**config.mk**
```make
export PLATFORM = sky130hd
export DESIGN_NAME = bus_decoder
export DESIGN_NICKNAME = d
export VERILOG_FILES = /design/src/rtl/bus_decoder_pkg.sv /design/src/rtl/bus_cmd_ctrl.sv /design/src/rtl/bus_addr_dp.sv /design/src/rtl/bus_decoder.sv
export SDC_FILE = /design/constraint.sdc
export NUM_CORES = 1
export LEC_CHECK = 0
export ABC_AREA = 1
export BUFFER_PORTS_ARGS = -buffer_cell sky130_fd_sc_hd__buf_4
export CORE_AREA = 2 2 39 41
export DETAILED_ROUTE_END_ITERATION = 8
export DIE_AREA = 0 0 41 43
export PLACE_DENSITY = 0.68
export SYNTH_ARGS = -nofsm -noshare
export SYNTH_HDL_FRONTEND = slang
export SYNTH_SLANG_ARGS = --single-unit
```
**constraint.sdc**
```tcl
create_clock -name clk -period 1.25 [get_ports clk]
set_input_delay 0.1875 -clock clk [delete_from_list [all_inputs] [get_ports clk]]
set_output_delay 0.1875 -clock clk [all_outputs]
set_load 0.05 [all_outputs]
```
**src/rtl/bus_decoder_pkg.sv**
```systemverilog
package bus_decoder_pkg;
  // Internal active-high command strobes handed from control to datapath
  typedef struct packed {
    logic memRd;
    logic memWr;
    logic ioRd;
    logic ioWr;
  } cmdStrobes_t;

  typedef enum logic [1:0] {
    WS_IDLE = 2'd0,
    WS_WAIT = 2'd1,
    WS_HOLD = 2'd2
  } waitState_t;
endpackage

```
**src/rtl/bus_cmd_ctrl.sv**
```systemverilog
module bus_cmd_ctrl
  import bus_decoder_pkg::*;
(
  input  logic        clk,
  input  logic        rstN,
  input  logic        ioSel,
  input  logic        rdN,
  input  logic        wrN,
  input  logic        romHit,
  output cmdStrobes_t cmd,
  output logic        ready
);
  logic rdActive;
  logic wrActive;
  waitState_t state, stateNext;

  // Both strobes low counts as idle
  assign rdActive = ~rdN & wrN;
  assign wrActive = rdN & ~wrN;

  always_comb begin
    cmd.memRd = rdActive & ~ioSel;
    cmd.memWr = wrActive & ~ioSel;
    cmd.ioRd  = rdActive & ioSel;
    cmd.ioWr  = wrActive & ioSel;
  end

  always_comb begin
    stateNext = state;
    unique case (state)
      WS_IDLE: if (romHit) stateNext = WS_WAIT;
      WS_WAIT: stateNext = romHit ? WS_HOLD : WS_IDLE;
      WS_HOLD: if (!romHit) stateNext = WS_IDLE;
      default: stateNext = WS_IDLE;
    endcase
  end

  always_ff @(posedge clk or negedge rstN) begin
    if (!rstN) state <= WS_IDLE;
    else       state <= stateNext;
  end

  assign ready = (state != WS_WAIT);
endmodule

```
**src/rtl/bus_addr_dp.sv**
```systemverilog
module bus_addr_dp
  import bus_decoder_pkg::*;
#(
  parameter int ADDR_W     = 20,
  parameter int ROM_W      = 15,
  parameter int RAM_W      = 19,
  parameter int SUB_W      = 13,
  parameter int IO_W       = 16,
  parameter int PORT_SEL_W = 2,
  parameter logic [IO_W-1:0] PORT_BASE = 16'h0060
) (
  input  logic [ADDR_W-1:0]     addr,
  input  cmdStrobes_t           cmd,
  output logic                  romCsN,
  output logic                  ramCsN,
  output logic                  ppiCsN,
  output logic [7:0]            romSubCsN,
  output logic [PORT_SEL_W-1:0] regSel,
  output logic                  romHit
);
  localparam int DEC_N = 8;
  localparam int IDX_W = $clog2(DEC_N);

  logic memCycle;
  logic ioCycle;
  logic romRange;
  logic ramRange;
  logic portRange;
  // 3-to-8 style enables
  logic decG1;
  logic decG2aN;
  logic decG2bN;
  logic decEnable;
  logic [IDX_W-1:0] decIdx;

  assign memCycle = cmd.memRd | cmd.memWr;
  assign ioCycle  = cmd.ioRd | cmd.ioWr;

  assign romRange  = &addr[ADDR_W-1:ROM_W];
  assign ramRange  = ~|addr[ADDR_W-1:RAM_W];
  assign portRange = (addr[IO_W-1:PORT_SEL_W] == PORT_BASE[IO_W-1:PORT_SEL_W]);

  assign romHit = memCycle & romRange;
  assign romCsN = ~romHit;
  assign ramCsN = ~(memCycle & ramRange);
  assign ppiCsN = ~(ioCycle & portRange);
  assign regSel = addr[PORT_SEL_W-1:0];

  assign decG1     = addr[ADDR_W-1];
  assign decG2aN   = ~memCycle;
  assign decG2bN   = ~(&addr[ADDR_W-2:ROM_W]);
  assign decEnable = decG1 & ~decG2aN & ~decG2bN;
  assign decIdx    = addr[SUB_W+IDX_W-1:SUB_W];

  for (genvar k = 0; k < DEC_N; k++) begin : g_subSel
    assign romSubCsN[k] = ~(decEnable & (decIdx == IDX_W'(k)));
  end
endmodule

```
**src/rtl/bus_decoder.sv**
```systemverilog
module bus_decoder
  import bus_decoder_pkg::*;
#(
  parameter int ADDR_W = 20
) (
  input  logic              clk,
  input  logic              rstN,
  input  logic [ADDR_W-1:0] addr,
  input  logic              ioSel,
  input  logic              rdN,
  input  logic              wrN,
  output logic              memRdN,
  output logic              memWrN,
  output logic              ioRdN,
  output logic              ioWrN,
  output logic              romCsN,
  output logic              ramCsN,
  output logic              ppiCsN,
  output logic [7:0]        romSubCsN,
  output logic [1:0]        regSel,
  output logic              ready
);
  cmdStrobes_t cmd;
  logic romHit;

  bus_cmd_ctrl u_ctrl (
    .clk(clk), .rstN(rstN), .ioSel(ioSel), .rdN(rdN), .wrN(wrN),
    .romHit(romHit), .cmd(cmd), .ready(ready)
  );

  bus_addr_dp #(.ADDR_W(ADDR_W)) u_dp (
    .addr(addr), .cmd(cmd), .romCsN(romCsN), .ramCsN(ramCsN),
    .ppiCsN(ppiCsN), .romSubCsN(romSubCsN), .regSel(regSel),
    .romHit(romHit)
  );

  assign memRdN = ~cmd.memRd;
  assign memWrN = ~cmd.memWr;
  assign ioRdN  = ~cmd.ioRd;
  assign ioWrN  = ~cmd.ioWr;
endmodule

```
==> key figures, run 1 <==
Floorplanning
  – Die height: around 43 um
  – Die span in x: around 41 um
  – Initial Util: 24.3%
  – I/O pin count: 43
  – Rows: 14
  – Core ar.: 1380 um^2
  – Die area: 1760 um^2

Job
  – Max_cap viols: 0

Clocking
  – CTS Buffer Depth: 2
  – CTS tree: built
  – Worst-path clk slew: 0.03 ns
  – Hold buffers post-CTS: 1
  – H-tree depth: 1
  – Clock Root Buffer: clkbuf_4
  – Total CTS buffers: 3
  – CTS Sinks: 2
  – Number of setup buffers added after CTS: 0
  – Skew-Pair Late Insertion Delay: 0.22 ns
  – PostCTS Resize Cnt: 0

STA
  – Final Max Tran Viols: 0
  – Final worst path period share: 87.0%
  – Max Freq: 920 MHz
  – Hold slack: 0.290 ns
  – Fin. Hold Viols: 0
  – Setup Skew: between 0.001 and 0.0015 ns
  – Unrepaired setup endpoints after global routing: false
  – Final worst path period need: 1.09 ns
  – Final setup fails: 0

Placed design
  – PortBufs: 34
  – Detailed Place HPWL: around 740 um
  – Routability cong.: roughly 0.64

Route
  – Vias per inst: 4.07
  – DRC violations left: 0
  – Routed wire per std cell: 7.59 um
  – Via count: 440
  – Starting DRT DRC Count: 2
  – Antenna Nets Post-Route: 0
  – Pre-antenna DRT Iters: 2
  – Final WL: 820 um

Cells and area
  – Top flop regs: u_ctrl.state: 2 flops
  – Layout area overhead: 82.9%
  – Final layout net count: 119
  – Flip-flop and latch area: 50.0 um^2
  – Layout cells sized above 1: 52.2%
  – Most flop-heavy register: u_ctrl.state
  – Fillers: between 100 and 150
  – Largest register FFs: 2
  – Diode count: 0
  – Area occupied by multi-input gates: 220 um^2

Setup path
  – R2R Path End: u_ctrl.state[1]
  – R2r worst-path depth: 3
  – Reg2Reg Setup Slack: 0.32 ns
  – Critical-path maximum fanout: 6
  – Setup crit end kind: output port
  – Startpoint types: primary input
  – Crit path DAT: 0.90 ns
  – Worst Path Required: roughly 1.1 ns
  – R2r startpoint: u_ctrl.state[1]
  – CP Class: primary input to output port

GRT
  – GRT Util Overall: 11.4%
  – Vias in the first global route: 399
  – Initial antenna violation count: 0
  – Global route overflow: 0
  – Largest net degree at the start of global routing: 7
  – First-pass GRT wire length: 1410 um

Synth
  – Number of synthesized register bits: 2
  – Synthesized cell area: 337 um^2
  – Synth Instances: 57
  – Synth area leaders: dfrtp_1 (15%), buf_4 (13%), nand3_1 (12%)
  – Yosys cell types: 14
  – Yosys warns: 0
  – Synth Area per Inst: slightly below 6 um^2
  – Largest area contributor in the netlist: dfrtp_1
  – Post-synth top area share: about 15%
  – Sequential share of the synthesized area: about 15%

Power
  – Pleak: 0.332 nW
  – Total chip power: around 0.37 mW
  – Peak VDD IR: 0.261 mV
  – PwrDens: approximately 600 nW/um^2

Outcome
  – Status: finished clean

Hold path
  – Hold Path Class: primary input to asynchronous set/reset pin
## where the power goes
| part | internal (mW) | switching [mW] | leakage [nW] |
|---|---|---|---|
| logic | 0.0680 | 0.0969 | 0.290 |
| clock network | 0.106 | 0.0339 | 0.0138 |
| registers | 0.0655 | 0.000122 | 0.0279 |
## worst max-delay path by stage
stage / start / end / slack (ns) / cells after the start
floorplan: wrN / romSubCsN[7] / -0.09 / 4
global placement: addr[15] / ppiCsN / 0.18 / 6
detailed placement: wrN / romSubCsN[7] / 0.16 / 6
CTS: wrN / romSubCsN[7] / 0.16 / 6
global route: addr[15] / ppiCsN / 0.07 / 6
finish: wrN / romSubCsN[7] / 0.16 / 6
## kinds of logic after synthesis
| logic type | Yosys count | share of synthesized area [%] |
|---|---|---|
| buf+inv | 16 | 24.5 |
| flops | 2 | 14.9 |
| simple gates | 38 | 59.5 |
| other cells | 1 | 1.11 |
## per-stage QoR
stage          utilization (%)  cells  area, um^2  setup TNS (ns)  setup slack [ns]
2_1_floorplan                -     60         353          -0.398           -0.0863
3_3_place_gp              42.1    104         583               0             0.182
3_5_place_dp              42.1    104         583               0             0.164
4_1_cts                   44.5    108         616               0             0.163
5_1_grt                   44.5    108         616               0            0.0707
6_report                  44.5    108         616               0             0.162
## critical path, cell delays in order
cell,delay (ns)
buf_4,0.12
inv_1,0.08
nand3_2,0.11
nand2_4,0.11
nand3_1,0.09
buf_4,0.20
## layout by cell type (no fill, tap or decap), drive strengths merged
master	n
buf	34
clkbuf	3
conb	4
dfrtp	2
dlygate4sd3	1
inv	10
nand2	12
nand3	10
nor2	11
nor3	4
or2	1
## cells in the mapped netlist
library cell and instances:
conb_1 1, nand3_1 8, nor2_2 2, nand2_1 10
nand3_2 2, nand2_4 2, or2_2 1, nor2_1 8
buf_4 6, nor2_4 1, dfrtp_1 2, nor3_1 4
inv_2 2, inv_1 8
## cell type report
type / count / share of cell area, %
tap: 16 / 3.25
timing repair buffer: 35 / 43.1
clock buffer: 3 / 3.66
multi-input combinational: 42 / 35.8
inverter: 10 / 6.10
sequential: 2 / 8.13
## per-layer routing
layer / vias up / GRT usage [%] / part of all wire [%] / routed length [um]
met1: 181 / 13.1 / 40 / 325
met2: 21 / 17.5 / 51 / 420
met4: 0 / 4.67 / 0 / 0
met3: 0 / 5.24 / 9.0 / 74
met5: - / 0 / 0 / 0
li1: 238 / - / - / -
(Power assumes the default switching activity.)
==> run 2, diff against run 1 <==
- ABC_AREA: 1 -> not set
- CTS_CLUSTER_DIAMETER: not set -> 150
- PLACE_DENSITY: 0.68 -> 0.63
- SLEW_MARGIN: not set -> 20
==> run 2 against run 1 <==
Net effect:
- non-clock buffer count grew 2
- final area grew 16%
- first-iteration DRC count is the same
- clock-buffer cell count is the same
- synthesized cell count shrank 42%
- area after synthesis shrank 19%
- clock skew grew 0.0016 ns
- fmax shrank 12%
- sequential share of layout area shrank 1.1 points
- final cell count shrank 20%
==> key figures, run 2 <==
Cells and area
  – Top flop regs: u_ctrl.state: 2 flops
  – Most frequent cells in the layout: buf_4 (20), buf_6 (12), nand3b_1 (4), conb_1 (4), buf_8 (4)
  – Finished Core Util: 51.5%
  – Final layout net count: 97
  – Largest register FFs: 2
  – Fillers: 138
  – Layout cells sized above 1: 70.0%
  – Design area: around 710 um^2
  – Most flop-heavy register: u_ctrl.state
  – Diode count: 0
  – Final non-filler cell total: 86
  – Commonest non-fill, non-tap cell in the layout: buf_4
  – Layout area overhead: 160%

Synth
  – Largest area contributor in the netlist: dfrtp_1
  – Synth area leaders: dfrtp_1 (18%), buf_4 (16%), nand3b_1 (11%)
  – Post-synth top area share: 18.3%
  – Synthesized cell area: 274 um^2
  – Dominant synthesized flop cell: dfrtp_1
  – EDFF count, synth: 0
  – Synth Area per Inst: just over 8 um^2
  – Asr flop ratio synth: between 90% and 100%
  – Sequential share of the synthesized area: between 10% and 20%
  – Synth Instances: 33
  – Count leader, synth: buf_4
  – Yosys warns: 0
  – Commonest cells post-synth: buf_4 (6), nand3b_1 (4)
  – Number of synthesized register bits: 2
  – Yosys cell types: 19

Clocking
  – H-tree depth: 1
  – Total CTS buffers: 3
  – Skew-Pair Late Insertion Delay: ~0.22 ns
  – CTS Sinks: 2
  – CTS tree: built
  – Worst-path clk slew: roughly 0.030 ns
  – CTS Buffer Depth: 2
  – Clock Root Buffer: clkbuf_4

GRT
  – GRT Util Overall: 11.0%
  – Global route overflow: 0
  – Largest net degree at the start of global routing: 8
  – Vias in the first global route: 371
  – First-pass GRT wire length: roughly 1300 um
  – Initial antenna violation count: 0

Placed design
  – PortBufs: 34
  – Routability cong.: 0.574
  – Pre-CTS setup slack: -0.168 ns
  – Area post-placement: 549 um^2
  – Detailed Place HPWL: 731 um
  – DP Cell Count: 81

Floorplanning
  – Die height: 43 um
  – Die area: between 1500 and 2000 um^2
  – I/O pin count: 43
  – Initial Util: roughly a fifth
  – Core ar.: ~1400 um^2
  – Rows: 14
  – Die span in x: 41 um

STA
  – Final Max Tran Viols: 0
  – Fin. Hold Viols: 0
  – Max Freq: between 800 and 900 MHz
  – Unrepaired setup endpoints after global routing: true
  – Final worst path period need: roughly 1.2 ns
  – Setup tns final: 0 ns
  – Setup Skew: 0.00280 ns
  – Final Worst Setup Slack: 0.0144 ns
  – Final worst path period share: 98.8%
  – Hold slack: 0.285 ns
  – Final setup fails: 0

Setup path
  – Crit-path cells: buf_4 > nor4b_2 > nand4_1 > a21o_4 > buf_8
  – Slowest CP cell: nor4b_2
  – Max stage delay on crit path: 0.25 ns
  – Crit path DAT: 1.05 ns
  – Startpoint types: primary input
  – Setup crit end kind: output port
  – CP Class: primary input to output port
  – Worst Path Required: 1.06 ns
  – Critical-path maximum fanout: 1

Power
  – Pleak: 0.304 nW
  – Total chip power: 0.402 mW
  – Peak VDD IR: 0.183 mV
  – PwrDens: between 500 and 600 nW/um^2

Route
  – Final WL: 955 um
  – DRC violations left: 0
  – Vias per inst: approximately 4.3
  – Starting DRT DRC Count: 2
  – Pre-antenna DRT Iters: 3
  – Antenna Nets Post-Route: 0
  – Routed wire per std cell: 11.1 um
  – Via count: 372

Hold path
  – Hold Path Class: primary input to asynchronous set/reset pin

Outcome
  – Status: finished clean

Job
  – Max_cap viols: 0
-- run 2: path summary, 6_finish.rpt --
check                                     start         endpoint  slack [ns]  cells past startpoint
worst max-delay path                    addr[3]           ppiCsN        0.01                      5
worst min-delay path                       rstN  u_ctrl.state[0]        0.28                      2
worst max register to register  u_ctrl.state[1]  u_ctrl.state[1]        0.47                      2
worst min register to register  u_ctrl.state[1]  u_ctrl.state[0]        0.45                      1
max in group asynchronous                  rstN  u_ctrl.state[1]        0.87                      2
min in group clk                        addr[0]        regSel[0]        0.38                      0
-- run 2: report_power, final --
part           internal, mW  switching (mW)
sequential           0.0655        0.000154
clock                 0.106          0.0353
combinational        0.0953           0.100
-- run 2: area by class of cell --
class	instances	area, um^2	share of cell area [%]
Clock buffer	3	22.5	3.16
Inverter	1	3.75	0.526
Multi-Input combinational cell	27	262	36.7
Sequential cell	2	50.0	7.02
Tap cell	16	20.0	2.81
Timing Repair Buffer	37	355	49.8
-- run 2: kinds of logic after synthesis --
family,synth area share [%]
XOR/XNOR,3.20
other,1.37
flip-flops,18.3
AND/OR/NAND/NOR,53.9
AO/OA/AOI/OAI,5.48
buffers and inverters,17.8
-- run 2: what timing repair did --
item                                    in CTS  in global routing
pin swaps                                    7                  7
endpoints found under the setup margin       8                  8
hold endpoints to repair                     2                  0
buffers inserted                             1                  0
resized for setup                           15                 12
hold buffers                                 1                  0
-- run 2: critical path: cells and delay by family --
kind / cells / cell delay (ns)
buffers and inverters: 2 / 0.25
AND/OR/NAND/NOR: 2 / 0.39
AO/OA/AOI/OAI: 1 / 0.21
-- run 2: metal layers --
metal	vias to the layer above	global-route usage [%]	part of all wire, %
li1	184	-	-
met1	173	10.4	33
met2	15	19.1	60
met3	0	0.524	6.6
met4	0	10.0	0
met5	-	0	0
==> run 3, diff against run 2 <==
- MAX_ROUTING_LAYER: not set -> met4
- SETUP_SLACK_MARGIN: not set -> 0.4
==> run 3 against run 2 <==
Net effect:
- the run now ends with negative setup slack left
- via count grew 11%
- die area unchanged
- setup slack lost 0.081 ns
- combinational power is 7% higher
- core utilization up 7.3 points
- non-clock buffer count increased by 8
- final cell count is 9.3% higher
- sequential share of layout area decreased by 0.72 points
- hold slack got worse by 0.0095 ns
- first-iteration DRC count rose to 3.0 times the previous value
==> key figures, run 3 (synthesized netlist as in run 2, its figures left out) <==
Floorplanning
  – I/O pin count: 43
  – Core ar.: approximately 1400 um^2
  – Rows: 14
  – Die height: roughly 43 um
  – Die span in x: 41 um
  – Initial Util: between 10% and 20%
  – Die area: 1760 um^2

STA
  – Setup tns final: -0.225 ns
  – Final Max Tran Viols: 0
  – Max Freq: 759 MHz
  – Final worst path period need: 1.32 ns
  – Setup Skew: 0.0000144 ns
  – Final setup fails: 5
  – Fin. Hold Viols: 0
  – Final Worst Setup Slack: -0.0668 ns
  – Final worst path period share: 105%
  – Hold slack: roughly 0.28 ns
  – Unrepaired setup endpoints after global routing: true

Placed design
  – Routability cong.: ~0.63
  – Area post-placement: 589 um^2
  – Detailed Place HPWL: 796 um
  – PortBufs: 34

Power
  – Peak VDD IR: roughly 0.33 mV
  – Pleak: between 0.3 and 0.4 nW
  – Total chip power: 0.420 mW
  – PwrDens: 516 nW/um^2

Setup path
  – Setup crit end kind: output port
  – Startpoint types: primary input
  – Crit path capture: romSubCsN[7]
  – R2r worst-path depth: 4
  – Critical-path maximum fanout: 6
  – Reg2Reg Setup Slack: approximately 0.30 ns
  – Crit path DAT: 1.13 ns
  – CP Class: primary input to output port
  – R2r startpoint: u_ctrl.state[1]
  – Crit path launch: wrN
  – Worst Path Required: 1.06 ns
  – R2R Path End: u_ctrl.state[1]

Clocking
  – H-tree depth: 1
  – CTS Buffer Depth: 2
  – Clock Root Buffer: clkbuf_4
  – CTS Sinks: 2
  – Skew-Pair Late Insertion Delay: between 0.2 and 0.25 ns
  – Worst-path clk slew: 0.03 ns
  – CTS tree: built
  – Total CTS buffers: 3

Cells and area
  – Final layout net count: 105
  – Finished Core Util: 58.9%
  – Layout area overhead: 197%
  – Largest register FFs: 2
  – Commonest non-fill, non-tap cell in the layout: buf_4
  – Layout cells sized above 1: 76.9%
  – Top flop regs: u_ctrl.state: 2 flops
  – Most frequent cells in the layout: buf_4 (23), buf_6 (13), buf_8 (8)
  – Design area: 815 um^2
  – Most flop-heavy register: u_ctrl.state
  – Diode count: 0

Route
  – Pre-antenna DRT Iters: 4
  – Final WL: between 1000 and 1500 um
  – Routed wire per std cell: 11.4 um
  – Starting DRT DRC Count: 6
  – Via count: 413
  – Antenna Nets Post-Route: 0
  – DRC violations left: 0
  – Vias per inst: ~4.4

GRT
  – GRT Util Overall: 15.5%
  – Initial antenna violation count: 0
  – Largest net degree at the start of global routing: 7
  – Global route overflow: 0
  – Vias in the first global route: 411
  – First-pass GRT wire length: 1750 um

Job
  – Max_cap viols: 0

Outcome
  – Failing checks: negative setup slack
  – Status: finished, violations left

Hold path
  – Hold Path Class: primary input to asynchronous set/reset pin
[run 3: cell types whose count changed in the layout (fill, tap and decap cells not counted), sizes merged]
cell	delta
buf	+8
[run 3: layout make-up]
cell class / count / area (um^2)
Clock buffer: 3 / 22.5
Timing Repair Buffer: 45 / 449
Multi-Input combinational cell: 27 / 268
Sequential cell: 2 / 51.3
Tap cell: 16 / 20.0
Fill cell: 122 / 569
Inverter: 1 / 3.75
[run 3: what timing repair did]
item,in CTS,in global routing
setup buffers,4,2
pin swaps,10,2
hold buffers,1,0
hold endpoints to repair,2,0
endpoints found under the setup margin,14,14
resized for setup,34,3
[run 3: worst min-delay path by stage]
stage / slack (ns) / end / start
floorplan: -0.11 / u_ctrl.state[0] / rstN
global placement: -0.03 / u_ctrl.state[0] / rstN
detailed placement: -0.03 / u_ctrl.state[0] / rstN
CTS: 0.28 / u_ctrl.state[1] / rstN
global route: 0.29 / u_ctrl.state[0] / rstN
finish: 0.28 / u_ctrl.state[0] / rstN
[run 3: metrics by stage]
step | std cells | worst slack, ns
after floorplan | 36 | -0.0682
final | 94 | -0.0668
after CTS | 92 | -0.102
after detailed placement | 84 | -0.129
after global routing | 94 | -0.161
after global placement | 84 | -0.118
[run 3: worst max-delay path, stage by stage]
cell and delay (ns):
buf_8 0.10, xnor2_4 0.14, nor4_4 0.38, nand3_1 0.14, buf_6 0.18
[run 3: report_power, final]
part,internal [mW],switching [mW],leakage (nW)
logic,0.108,0.100,0.318
clock network,0.106,0.0405,0.0138
registers,0.0655,0.000381,0.0263
[run 3: metal layers]
metal | up-vias | track usage (%) | wire (um)
met4 | 0 | 10.0 | 19
met3 | 2 | 4.71 | 109
met5 | - | - | 0
met1 | 186 | 14.4 | 345
met2 | 25 | 25.6 | 598
li1 | 200 | - | -
